## src/rtl/bsd_pkg.sv

```systemverilog
package bsd_pkg;

    localparam int HS_CODE_W = 4;
    localparam int LS_CODE_W = 3;
    localparam int SHIFT_W   = 4;
    localparam int MAX_SHIFT = 9;
    localparam int N_LS      = 2;

    typedef enum logic {
        DIV_BYPASS,
        DIV_COUNT
    } div_state_e;

    // Fast code: upper half of the scale skips a ratio of 32.
    function automatic logic [SHIFT_W-1:0] hs_shift_of(input logic [HS_CODE_W-1:0] code);
        if (!code[3])      return 4'd0;
        else if (!code[2]) return {2'b00, code[1:0]} + 4'd1;
        else               return {2'b00, code[1:0]} + 4'd6;
    endfunction

    function automatic logic [SHIFT_W-1:0] ls_shift_of(input logic [LS_CODE_W-1:0] code);
        if (!code[2]) return 4'd0;
        else          return {2'b00, code[1:0]} + 4'd1;
    endfunction

endpackage

```

## src/rtl/strobe_div.sv

```systemverilog
module strobe_div
    import bsd_pkg::*;
#(
    parameter int SH_W    = SHIFT_W,
    parameter int MAX_SH  = MAX_SHIFT
) (
    input  logic            clk,
    input  logic            rst_n,
    input  logic            tick_i,
    input  logic [SH_W-1:0] shift_i,
    output logic            strobe_o
);

    localparam int CNT_W = (MAX_SH < 1) ? 1 : MAX_SH;

    div_state_e       state_q, state_d;
    logic [CNT_W-1:0] cnt_q, cnt_d;
    logic [CNT_W:0]   span_m1;
    logic             boundary;

    assign boundary = tick_i && (cnt_q == '0);
    assign span_m1  = ({{CNT_W{1'b0}}, 1'b1} << shift_i) - 1'b1;

    // state register
    always_ff @(posedge clk) begin
        if (!rst_n) begin
            state_q <= DIV_BYPASS;
            cnt_q   <= '0;
        end else begin
            state_q <= state_d;
            cnt_q   <= cnt_d;
        end
    end

    // next state: the ratio is re-sampled only at a period boundary
    always_comb begin
        state_d = state_q;
        cnt_d   = cnt_q;
        if (boundary) begin
            state_d = (shift_i == '0) ? DIV_BYPASS : DIV_COUNT;
            cnt_d   = span_m1[CNT_W-1:0];
        end else if (tick_i) begin
            cnt_d   = cnt_q - 1'b1;
        end
    end

    // outputs
    always_comb begin
        unique case (state_q)
            DIV_BYPASS: strobe_o = tick_i;
            DIV_COUNT:  strobe_o = boundary;
            default:    strobe_o = 1'b0;
        endcase
    end

endmodule

```

## src/rtl/shift_reader.sv

```systemverilog
module shift_reader
    import bsd_pkg::*;
(
    input  logic [HS_CODE_W-1:0] hs_code,
    input  logic [LS_CODE_W-1:0] ls0_code,
    input  logic [LS_CODE_W-1:0] ls1_code,
    input  logic [1:0]           rd_sel,
    output logic [SHIFT_W-1:0]   rd_shift
);

    always_comb begin
        unique case (rd_sel)
            2'd0:    rd_shift = hs_shift_of(hs_code);
            2'd1:    rd_shift = ls_shift_of(ls0_code);
            2'd2:    rd_shift = ls_shift_of(ls1_code);
            default: rd_shift = '0;
        endcase
    end

endmodule

```

## src/rtl/bus_strobe_divider.sv

```systemverilog
module bus_strobe_divider
    import bsd_pkg::*;
(
    input  logic                 clk,
    input  logic                 rst_n,
    input  logic [HS_CODE_W-1:0] hs_code,
    input  logic [LS_CODE_W-1:0] ls0_code,
    input  logic [LS_CODE_W-1:0] ls1_code,
    input  logic [1:0]           rd_sel,
    output logic                 hs_en,
    output logic                 ls0_en,
    output logic                 ls1_en,
    output logic [SHIFT_W-1:0]   rd_shift
);

    logic [LS_CODE_W-1:0] ls_code_a [N_LS];
    logic [N_LS-1:0]      ls_en_a;

    assign ls_code_a[0] = ls0_code;
    assign ls_code_a[1] = ls1_code;

    strobe_div #(.SH_W(SHIFT_W), .MAX_SH(MAX_SHIFT)) u_hs (
        .clk     (clk),
        .rst_n   (rst_n),
        .tick_i  (1'b1),
        .shift_i (hs_shift_of(hs_code)),
        .strobe_o(hs_en)
    );

    // slow dividers count fast-bus strobes
    for (genvar i = 0; i < N_LS; i++) begin : g_ls
        strobe_div #(.SH_W(SHIFT_W), .MAX_SH(4)) u_ls (
            .clk     (clk),
            .rst_n   (rst_n),
            .tick_i  (hs_en),
            .shift_i (ls_shift_of(ls_code_a[i])),
            .strobe_o(ls_en_a[i])
        );
    end

    assign ls0_en = ls_en_a[0];
    assign ls1_en = ls_en_a[1];

    shift_reader u_rd (
        .hs_code (hs_code),
        .ls0_code(ls0_code),
        .ls1_code(ls1_code),
        .rd_sel  (rd_sel),
        .rd_shift(rd_shift)
    );

endmodule

```

## config.mk

```make
export PLATFORM = sky130hd
export DESIGN_NAME = bus_strobe_divider
export DESIGN_NICKNAME = d
export VERILOG_FILES = /design/src/rtl/bsd_pkg.sv /design/src/rtl/strobe_div.sv /design/src/rtl/shift_reader.sv /design/src/rtl/bus_strobe_divider.sv
export SDC_FILE = /design/constraint.sdc
export NUM_CORES = 1
export LEC_CHECK = 0
export BUFFER_PORTS_ARGS = -buffer_cell sky130_fd_sc_hd__clkbuf_2
export CELL_PAD_IN_SITES_DETAIL_PLACEMENT = 1
export CELL_PAD_IN_SITES_GLOBAL_PLACEMENT = 2
export CORE_MARGIN = 2
export CORE_UTILIZATION = 38
export CTS_BUF_LIST = sky130_fd_sc_hd__clkbuf_2
export DETAILED_ROUTE_END_ITERATION = 12
export GPL_TIMING_DRIVEN = 0
export PLACE_DENSITY = 0.9
export REMOVE_ABC_BUFFERS = 1
export SETUP_SLACK_MARGIN = 0.02
export SLEW_MARGIN = 25
export SYNTH_ARGS = -nofsm -noshare
export SYNTH_HDL_FRONTEND = slang
export SYNTH_HIERARCHICAL = 1
export SYNTH_SLANG_ARGS = --single-unit
```

## constraint.sdc

```tcl
create_clock -name clk -period 10.3 [get_ports clk]
set_input_delay 1.03 -clock clk [delete_from_list [all_inputs] [get_ports clk]]
set_output_delay 1.03 -clock clk [all_outputs]
set_load 0.05 [all_outputs]
```

Yosys cells after proc, flatten, opt, wreduce, memory -nomap -nowiden

Cells that the tools add are included.

Div/mod/pow operators: 0
Shifts and indexed selects: 3
Reduce and logical (&&, ||, !) cells: 11
$add $sub $neg: 10
$lt $le $gt $ge: 0
Bitwise operators: 3
Mux-type cells: 16
Multipliers: 0
Equal/unequal tests: 2

Operators with widths:

| kind                  | count |
|---|---|
| $mux W4               | 8 |
| $logic_not A4 Y1      | 5 |
| $sub A9 B1 Y9 const B | 2 |
| $sub A4 B1 Y4 const B | 4 |
| $pmux W4 S3           | 1 |
| $add A2 B1 Y3 const B | 3 |
| $logic_not A9 Y1      | 1 |
| $mux W9               | 1 |
| $shl A1 B4 Y9 const A | 1 |
| $shl A1 B4 Y4 const A | 2 |
| $pmux W1 S2           | 3 |
| $add A2 B3 Y4 const B | 1 |
| $reduce_bool A2 Y1    | 2 |
| $mux W1               | 3 |
| $not A1 Y1            | 3 |
| $eq A2 B1 Y1 const B  | 1 |
| $eq A2 B2 Y1 const B  | 1 |
| $logic_and A1 B1 Y1   | 2 |
| $logic_not A2 Y1      | 1 |

Flip-flop bits (word level): 20
Bits of input ports: 14
Logic and storage cells: 51
Bits in latches: 0
Output and inout port bits: 7
Memory bits (read-only): 0
Memories kept: 0
RAM bits: 0

Depth between registers and ports, before layout

Gate-level depths: netlist of run 1.

Depth in word-level cells: 6
Gate-level depth with buffers: 13
Mapped depth without buffers: 10

Cells and area by module

The synthesis of run 1 kept the hierarchy.

Modules (own cells, without submodules):

| module                         | area each (um^2) | cells an instance | sequential area each (um^2) | times used |
|---|---|---|---|---|
| strobe_div at u_hs             | 764.5            | 96                | 200.2                       | 1 |
| strobe_div at g_ls[0].u_ls ... | 312.8            | 37                | 100.1                       | 2 |
| shift_reader                   | 151.4            | 22                | 0.0                         | 1 |
| bus_strobe_divider             | 127.6            | 17                | 0.0                         | 1 |

Worst setup path before layout of run 1

No wires, ideal clock.

Path type: reg2out
Start point: register u_hs.cnt_q[3]
End point: output port ls0_en
Setup slack: 5.943 ns
Buffers on the path: 3
Arrival: 3.327 ns
Cell stages (with the launch flop): 10
Cells stage by stage: dfxtp_1 -> buf_2 -> nor4_2 -> nand3_1 -> a21oi_1 -> buf_4 -> or4b_1 -> buf_2 -> o21ai_0 -> and2_1

Longest elaborated chain between the ends: 4

Ends and longest elaborated chain:

| element                | line                     | text |
|---|---|---|
| from (decl)            | strobe_div.sv:17         | `logic [CNT_W-1:0] cnt_q, cnt_d;` |
| from (signal assigned) | strobe_div.sv:31         | `cnt_q <= cnt_d;` |
| $logic_not A9 Y1 *     | strobe_div.sv:21         | `assign boundary = tick_i && (cnt_q == '0);` |
| $pmux W1 S2 *          | strobe_div.sv:49         | `unique case (state_q)` |
| via hs_en              | bus_strobe_divider.sv:10 | `output logic hs_en,` |
| $logic_and A1 B1 Y1    | strobe_div.sv:21         |  |
| $pmux W1 S2 *          | strobe_div.sv:49         |  |
| to (decl)              | bus_strobe_divider.sv:11 | `output logic ls0_en,` |

The timed path passes the listed nets; every way through them passes the cells marked *.

Final worst setup path of run 1

Start point: register u_hs.cnt_q[0]
End point: output port ls1_en

Longest elaborated chain between the ends: 4

Ends and longest elaborated chain:

| element             | line                     | text |
|---|---|---|
| $logic_not A9 Y1 *  | strobe_div.sv:21         |  |
| $pmux W1 S2 *       | strobe_div.sv:49         |  |
| $logic_and A1 B1 Y1 | strobe_div.sv:21         |  |
| $pmux W1 S2 *       | strobe_div.sv:49         |  |
| to (decl)           | bus_strobe_divider.sv:12 | `output logic ls1_en,` |

Every way passes the cells marked *; elsewhere a longest branch is shown, timed or not.

==> summary.md, run 1 <==
| Metric | Value |
|---|---|
| Run status | finished clean |
| Clock tree from TritonCTS | yes |
| Worst setup slack after layout | 5630 ps |
| DRC errors left | 0 |
| Final worst path period need | 4670 ps |
| Wire length per cell after detailed routing | 15.1 um |
| Maximum number of pins on one net before global-route repair | 18 |
| Wire length of the first global-routing pass | 7730 um |
| CTS clk-pin slew, worst paths | 220 ps |
| Most common flop cell mapped by yosys | dfxtp_1 |
| Total gr overflow | 0 |
| Final slew viol count | 0 |
| Quantity of hold-fixing buffers added after cts | 0 |
| Antenna violations before repair | 0 |
| Post-Place Worst Slack | 6100 ps |
| Row count | 24 |
| Largest clock skew in the final design | 14.0 ps |
| Total setup violations reported at the end of the flow | 0 |
| Total iterations of the first detailed-routing run | 4 |
| Post-synthesis instance area | 0.00167 mm^2 |
| Layout overhead on the synthesized area | 9.67% |
| Number of global-route vias before repair | 1675 |
| Clock latency of the later-clocked register in the worst-skew pair | 330 ps |
| Classification of the worst setup path | flip-flop to primary output |
| Classification of the worst-slack hold path | flip-flop to flip-flop |
| Root cell of the clock tree | clkbuf_2 |
| Crit-path max FO | 17 |
| Number of cells upsized or downsized after cts | 0 |
| Seq cells post-synth | 20 |
| Top achievable clock speed | 0.214 GHz |
| PD cells | 145 mW/mm^2 |
| Port Buffers | 20 |
| Period utilisation layout | 0.453 |
| Leak Pwr | 0.763 nW |
| Maximum count of clock buffers along a single path | 2 |
| Count of warnings emitted by yosys | 6 |
| GPL Wtd Cong | 0.768 |
| Required arrival time at the worst endpoint | 9270 ps |
| Post-DP HPWL | 3180 um |
| Critical path endpoint category | primary output |
| Top cells by area in the synthesized netlist | dfxtp_1 (24%), ha_1 (6.7%), nand2_1 (4.0%) |
| Post-layout net count | 257 |
| Antenna diode count | 0 |
| Worst Max-Slew Pin Slew | 745 ps |
| Total chip power | 0.265 mW |
| Number of fill cells | 554 |
| Width of the die | 70.3 um |
| Avg Inst Size Synth | 7.99 um^2 |
| Boundary pin count | 21 |
| Overall Global Routing Usage | 0.190 |
| Total CTS buffers | 3 |
| Area share of the largest cell type after synthesis | 0.240 |
| Post-route antenna net violation count | 0 |
| Arrival time at the worst endpoint | 3640 ps |
| Maximum VDD drop | 0.0000778 V |
| First DRT Iteration DRCs | 47 |
| RSZ-0062 raised after global routing | no |
| Total wirelength of the detailed-routed design | 4300 um |
| Number of standard cells after synthesis | 209 |
| Largest area contributor in the synthesized netlist | dfxtp_1 |
| Post-Route Hold Slack | 555 ps |
| Async S/R FF share, synth | 0 |
| Total number of vias | 1678 |
| Die Span Y | 70.3 um |
| Area used by multi-input combinational logic | 0.00124 mm^2 |
| Area of all sequential standard cells | 400 um^2 |
| # H-tree levels | 1 |
| Die ar. | 0.00494 mm^2 |
| Ratio of cells with drive above 1 in the final layout | 0.168 |
| Maximum Capacitance Violations | 0 |
| Final count of hold timing violations | 0 |
| Starting density of the core | 0.389 |
| Startpoint types | flip-flop |
| Count of cell types in the netlist | 60 |
| Number of enable-type register cells in the synthesized netlist | 0 |
| Placeable core region | 0.00429 mm^2 |
| Via count normalized by instance count | 5.91 |
| Number of setup buffers added after CTS | 0 |
| Reg2Reg Setup Slack | 6150 ps |
| Proportion of synthesized chip area in sequential cells | 0.240 |
| Clk sink count | 20 |
| Setup TNS | 0 ps |
| Max_slew headroom | 0.503 |
-- sequential cells by signal, summed over array words and instances, names as in the netlist --
signal and count:
u_hs/cnt_q 9, g_ls.u_ls/cnt_q 8, g_ls.u_ls/state_q 2, u_hs/state_q 1
-- cells in the final DEF (no fill, tap or decap), types with 5 or more instances in the layout --
cell / n
and2_1: 9
nand2_1: 18
clkbuf_2: 23
o21ai_0: 6
nand3_1: 7
or4_1: 5
conb_1: 13
dfxtp_1: 20
nor3_1: 8
nor2_1: 17
a21oi_1: 5
a31oi_1: 9
or3_1: 6
ha_1: 9
-- layer usage --
metal	up-vias	part of all wire	GRT usage
met4	0	0.0067	0.0513
met3	2	0.022	0.0317
li1	838	-	-
met1	818	0.49	0.243
met5	-	0	0
met2	20	0.48	0.327
-- critical path, cell delays in order, from the launching register on --
cell	delay, ps
dfxtp_1	380
nor2b_1	490
nand3_1	460
a21oi_2	720
or4b_1	650
o21ai_0	190
and2_1	140
clkbuf_2	270
-- worst paths after layout --
check | start | endpoint | cells past startpoint
setup reg to reg | u_hs/cnt_q[0] | g_ls[1].u_ls/cnt_q[2] | 10
hold / removal | u_hs/cnt_q[5] | u_hs/cnt_q[5] | 2
hold reg to reg | u_hs/cnt_q[5] | u_hs/cnt_q[5] | 2
setup / recovery | u_hs/cnt_q[0] | ls1_en | 7
-- cells in the mapped netlist, types with 3 or more instances --
master     n
dfxtp_1   20
nand2_1   18
nor2_1    17
a31oi_1    9
and2_1     9
ha_1       9
nor3_1     8
nand3_1    7
a21oi_1    6
o21ai_0    6
or3_1      6
buf_2      5
or4_1      5
nor2b_1    4
nor4_1     4
and4b_1    3
nor4b_1    3
o211ai_1   3
o21bai_1   3
or4b_1     3
xnor2_1    3
-- metrics by stage --
step,cells,utilization,cell area [um^2]
after global routing,284,0.426,1830
final,284,0.426,1830
after global placement,281,0.422,1810
after floorplan,209,-,1650
after detailed placement,281,0.423,1820
after CTS,284,0.426,1830
-- where the power goes --
| part | internal, mW | leakage, nW | switching, mW |
|---|---|---|---|
| clock | 0.00793 | 0.0125 | 0.0267 |
| combinational | 0.0485 | 0.585 | 0.0719 |
| sequential | 0.0927 | 0.165 | 0.0178 |
-- cell families after synthesis --
| group | synth area share |
|---|---|
| AND/OR/NAND/NOR | 0.410 |
| AO/OA/AOI/OAI | 0.207 |
| flip-flops | 0.240 |
| buffers and inverters | 0.0450 |
| adder cells (fa/ha/maj) | 0.0675 |
| XOR/XNOR | 0.0262 |
| other | 0.00450 |
-- final cells by class --
type,instances,share of cell area
multi-input combinational,186,0.677
sequential,20,0.219
timing repair buffer,20,0.0547
tap,52,0.0355
inverter,3,0.00615
clock buffer,3,0.00820
Power figures use the tool's default switching activity.
==> run 2: changes to the inputs <==
--- a/config.mk
+++ b/config.mk
@@ -5,15 +5,16 @@
 export SDC_FILE = /design/constraint.sdc
 export NUM_CORES = 1
 export LEC_CHECK = 0
+export ABC_AREA = 1
 export BUFFER_PORTS_ARGS = -buffer_cell sky130_fd_sc_hd__clkbuf_2
 export CELL_PAD_IN_SITES_DETAIL_PLACEMENT = 1
 export CELL_PAD_IN_SITES_GLOBAL_PLACEMENT = 2
 export CORE_MARGIN = 2
-export CORE_UTILIZATION = 38
+export CORE_UTILIZATION = 29
 export CTS_BUF_LIST = sky130_fd_sc_hd__clkbuf_2
 export DETAILED_ROUTE_END_ITERATION = 12
 export GPL_TIMING_DRIVEN = 0
-export PLACE_DENSITY = 0.9
+export PLACE_DENSITY = 0.82
 export REMOVE_ABC_BUFFERS = 1
 export SETUP_SLACK_MARGIN = 0.02
 export SLEW_MARGIN = 25
==> constraint.sdc (replaced) <==
create_clock -name clk -period 4.2 [get_ports clk]
set_input_delay 0.42 -clock clk [delete_from_list [all_inputs] [get_ports clk]]
set_output_delay 0.42 -clock clk [all_outputs]
set_load 0.05 [all_outputs]
==> summary.md, run 2 <==
| Metric | Value |
|---|---|
| Run status | finished clean |
| Quantity of hold-fixing buffers added after cts | 0 (unchanged) |
| Async S/R FF share, synth | 0 (unchanged) |
| Antenna diode count | 0 (unchanged) |
| Maximum number of pins on one net before global-route repair | 15 (-3) |
| Area share of the largest cell type after synthesis | 0.220 (-0.0198) |
| Row count | 28 (+17%) |
| Post-DP HPWL | 3640 um (+14%) |
| Top cells by area in the synthesized netlist | dfxtp_1 (22%), nand2_1 (14%), nor2_1 (11%) |
| Top achievable clock speed | 0.359 GHz |
| Number of enable-type register cells in the synthesized netlist | 0 (unchanged) |
| Boundary pin count | 21 (unchanged) |
| Wire length of the first global-routing pass | 7940 um (+2.7%) |
| Flip-flop count of the largest register after layout | 9 (unchanged) |
| Port Buffers | 20 (unchanged) |
| Number of setup buffers added after CTS | 0 (unchanged) |
| Classification of the worst-slack hold path | input pin to flip-flop |
| Startpoint types | flip-flop |
| Clk sink count | 20 (unchanged) |
| Power spent charging and discharging nets | 0.278 mW (+140%) |
| CTS clk-pin slew, worst paths | 210 ps (about the same) |
| Total CTS buffers | 3 (unchanged) |
| Layout overhead on the synthesized area | 14.4% |
| Total number of vias | 1864 (+11%) |
| Commonest non-fill, non-tap cells in the layout | nand2_1 (69), nor2_1 (51), inv_1 (47), clkbuf_2 (23) |
| Final slew viol count | 0 (unchanged) |
| Arrival time at the worst endpoint | 2360 ps (-1280 ps) |
| PD cells | 323 mW/mm^2 (+120%) |
| Post-synthesis instance area | 0.00182 mm^2 (+9.0%) |
| Crit-path max FO | 11 (-6) |
| Met3 Usage GRT | 0.0258 (-0.00590) |
| Leak Pwr | 1.10 nW (+44%) |
| RSZ-0062 raised after global routing | no |
| Worst setup slack after layout | 1420 ps (-4210 ps) |
| Switching Share | 0.413 (-0.0250) |
| Total setup violations reported at the end of the flow | 0 (unchanged) |
| Number of cells upsized or downsized after cts | 0 (unchanged) |
| Maximum Capacitance Violations | 0 (unchanged) |
| Width of the die | 83.2 um (+18%) |
| Antenna violations before repair | 0 (unchanged) |
| Number of fill cells | 810 (+46%) |
| Internal power contribution | 0.395 mW (+160%) |
| Avg Inst Size Synth | 6.00 um^2 (-25%) |
| First DRT Iteration DRCs | 26 (-45%) |
| Clk pwr share | 0.218 (+0.088) |
| Most common cell after layout, fill and taps aside | nand2_1 |
| Via count normalized by instance count | 4.58 (-22%) |
| Die ar. | 0.00692 mm^2 (+40%) |
| Starting density of the core | 0.304 (-0.0850) |
| Commonest cells in the synthesized netlist | nand2_1 (69), nor2_1 (51), inv_1 (47) |
| DRC errors left | 0 (unchanged) |
| Count of warnings emitted by yosys | 6 (unchanged) |
| Maximum VDD drop | 0.000153 V (+96%) |
| Required arrival time at the worst endpoint | 3780 ps (-5490 ps) |
| Sequential share of power | 0.346 (-0.070) |
| Total iterations of the first detailed-routing run | 4 (unchanged) |
| Max_slew headroom | 0.607 (+0.104) |
| Number of standard cells after synthesis | 303 (+45%) |
| Total gr overflow | 0 (unchanged) |
| Count of cell types in the netlist | 25 (-58%) |
| Total wirelength of the detailed-routed design | 4360 um (+1.4%) |
| Leading cell type by number of instances after synthesis | nand2_1 |
| Proportion of synthesized chip area in sequential cells | 0.220 (-0.0198) |
| Leading registers by flop count | u_hs/cnt_q x9, g_ls.u_ls/cnt_q x8, g_ls.u_ls/state_q x2 |
| Worst Max-Slew Pin Slew | 589 ps (-156 ps) |
| Largest clock skew in the final design | 12.2 ps (-1.73 ps) |
| Met2 routing resource usage after global routing | 0.240 (-0.0873) |
| Clock tree from TritonCTS | yes |
| Wire length per cell after detailed routing | 10.7 um (-29%) |
| Maximum count of clock buffers along a single path | 2 (unchanged) |
| Post-route antenna net violation count | 0 (unchanged) |
| GPL Wtd Cong | 0.796 (+3.6%) |
| Die Span Y | 83.2 um (+18%) |
| Clock latency of the later-clocked register in the worst-skew pair | 330 ps (about the same) |
| Overall Global Routing Usage | 0.134 (-0.0558) |
| Period utilisation layout | 0.663 |
| Final worst path period need | 2780 ps |
| Root cell of the clock tree | clkbuf_2 |
| Comb pwr share | 0.436 (-0.017) |
| Largest area contributor in the synthesized netlist | dfxtp_1 |
| Most common flop cell mapped by yosys | dfxtp_1 |
| Seq cells post-synth | 20 (unchanged) |
| Number of global-route vias before repair | 1862 (+11%) |
| Final count of hold timing violations | 0 (unchanged) |
| GR met1 Demand/Resource | 0.164 (-0.0789) |
| Ratio of cells with drive above 1 in the final layout | 0.202 (+0.0337) |
| Critical path endpoint category | primary output |
| Classification of the worst setup path | flip-flop to primary output |
| Post-Place Worst Slack | 1440 ps (-4660 ps) |
| Setup TNS | 0 ps (unchanged) |
| # H-tree levels | 1 (unchanged) |
| Post-layout net count | 356 (+39%) |
| Gr busiest metal | met2 |
| Largest register by flop count | u_hs/cnt_q |
| Placeable core region | 0.00599 mm^2 (+40%) |
==> run 2: cell families (layout without fill, tap and decap cells) <==
| kind of cell | after synthesis | in the layout | share of synthesized area |
|---|---|---|---|
| AO/OA/AOI/OAI | 42 | 42 | 0.142 |
| adder cells (fa/ha/maj) | 9 | 9 | 0.0619 |
| other | 2 | 8 | 0.00413 |
| buffers and inverters | 58 | 81 | 0.120 |
| flip-flops | 20 | 20 | 0.220 |
| AND/OR/NAND/NOR | 172 | 172 | 0.452 |
==> run 2: per-stage QoR <==
step	instances	cell area (um^2)	power (mW)	hold WS [ps]	utilization
2_1_floorplan	308	1840	0.467	442	-
5_1_grt	407	2080	0.737	407	0.347
4_1_cts	407	2080	0.686	424	0.347
3_5_place_dp	403	2030	0.533	463	0.339
3_3_place_gp	403	2030	0.525	456	0.339
6_report	407	2080	0.673	444	0.347
==> run 2: layout make-up <==
type / count / area, um^2 / area share
Clock inverter: 1 / 30.0 / 0.0144
Tap cell: 75 / 93.8 / 0.0451
Multi-Input combinational cell: 231 / 1230 / 0.590
Sequential cell: 20 / 400 / 0.192
Timing Repair Buffer: 20 / 100 / 0.0481
Clock buffer: 3 / 15.0 / 0.00722
Inverter: 57 / 214 / 0.103
==> run 2: worst paths after layout <==
check	start	end	slack (ps)	depth (start not counted)
setup / recovery	u_hs/cnt_q[2]	ls0_en	1420	8
hold / removal	rst_n	g_ls[0].u_ls/cnt_q[3]	440	3
setup reg to reg	u_hs/cnt_q[2]	g_ls[1].u_ls/cnt_q[2]	1780	13
hold reg to reg	g_ls[1].u_ls/state_q	g_ls[1].u_ls/state_q	480	2
==> run 2: critical path, cell delays in order (launching register included) <==
cell	delay, ps
dfxtp_1	360
inv_1	90
nand2_1	130
nor2_8	220
nand2_4	100
a21oi_2	500
inv_2	160
a21oi_1	170
clkbuf_2	300
==> run 2: metal layers <==
metal | up-vias | part of all wire
li1 | 998 | -
met1 | 846 | 0.47
met2 | 16 | 0.49
met3 | 4 | 0.022
met4 | 0 | 0.0096
met5 | - | 0
==> run 2: power by group through the flow <==
stage / Sequential (mW) / Combinational (mW) / Clock [mW]
final: 0.233 / 0.294 / 0.147
after global routing: 0.236 / 0.335 / 0.165
after CTS: 0.233 / 0.296 / 0.156
after detailed placement: 0.237 / 0.295 / 0
after global placement: 0.236 / 0.289 / 0
after floorplan: 0.233 / 0.235 / 0
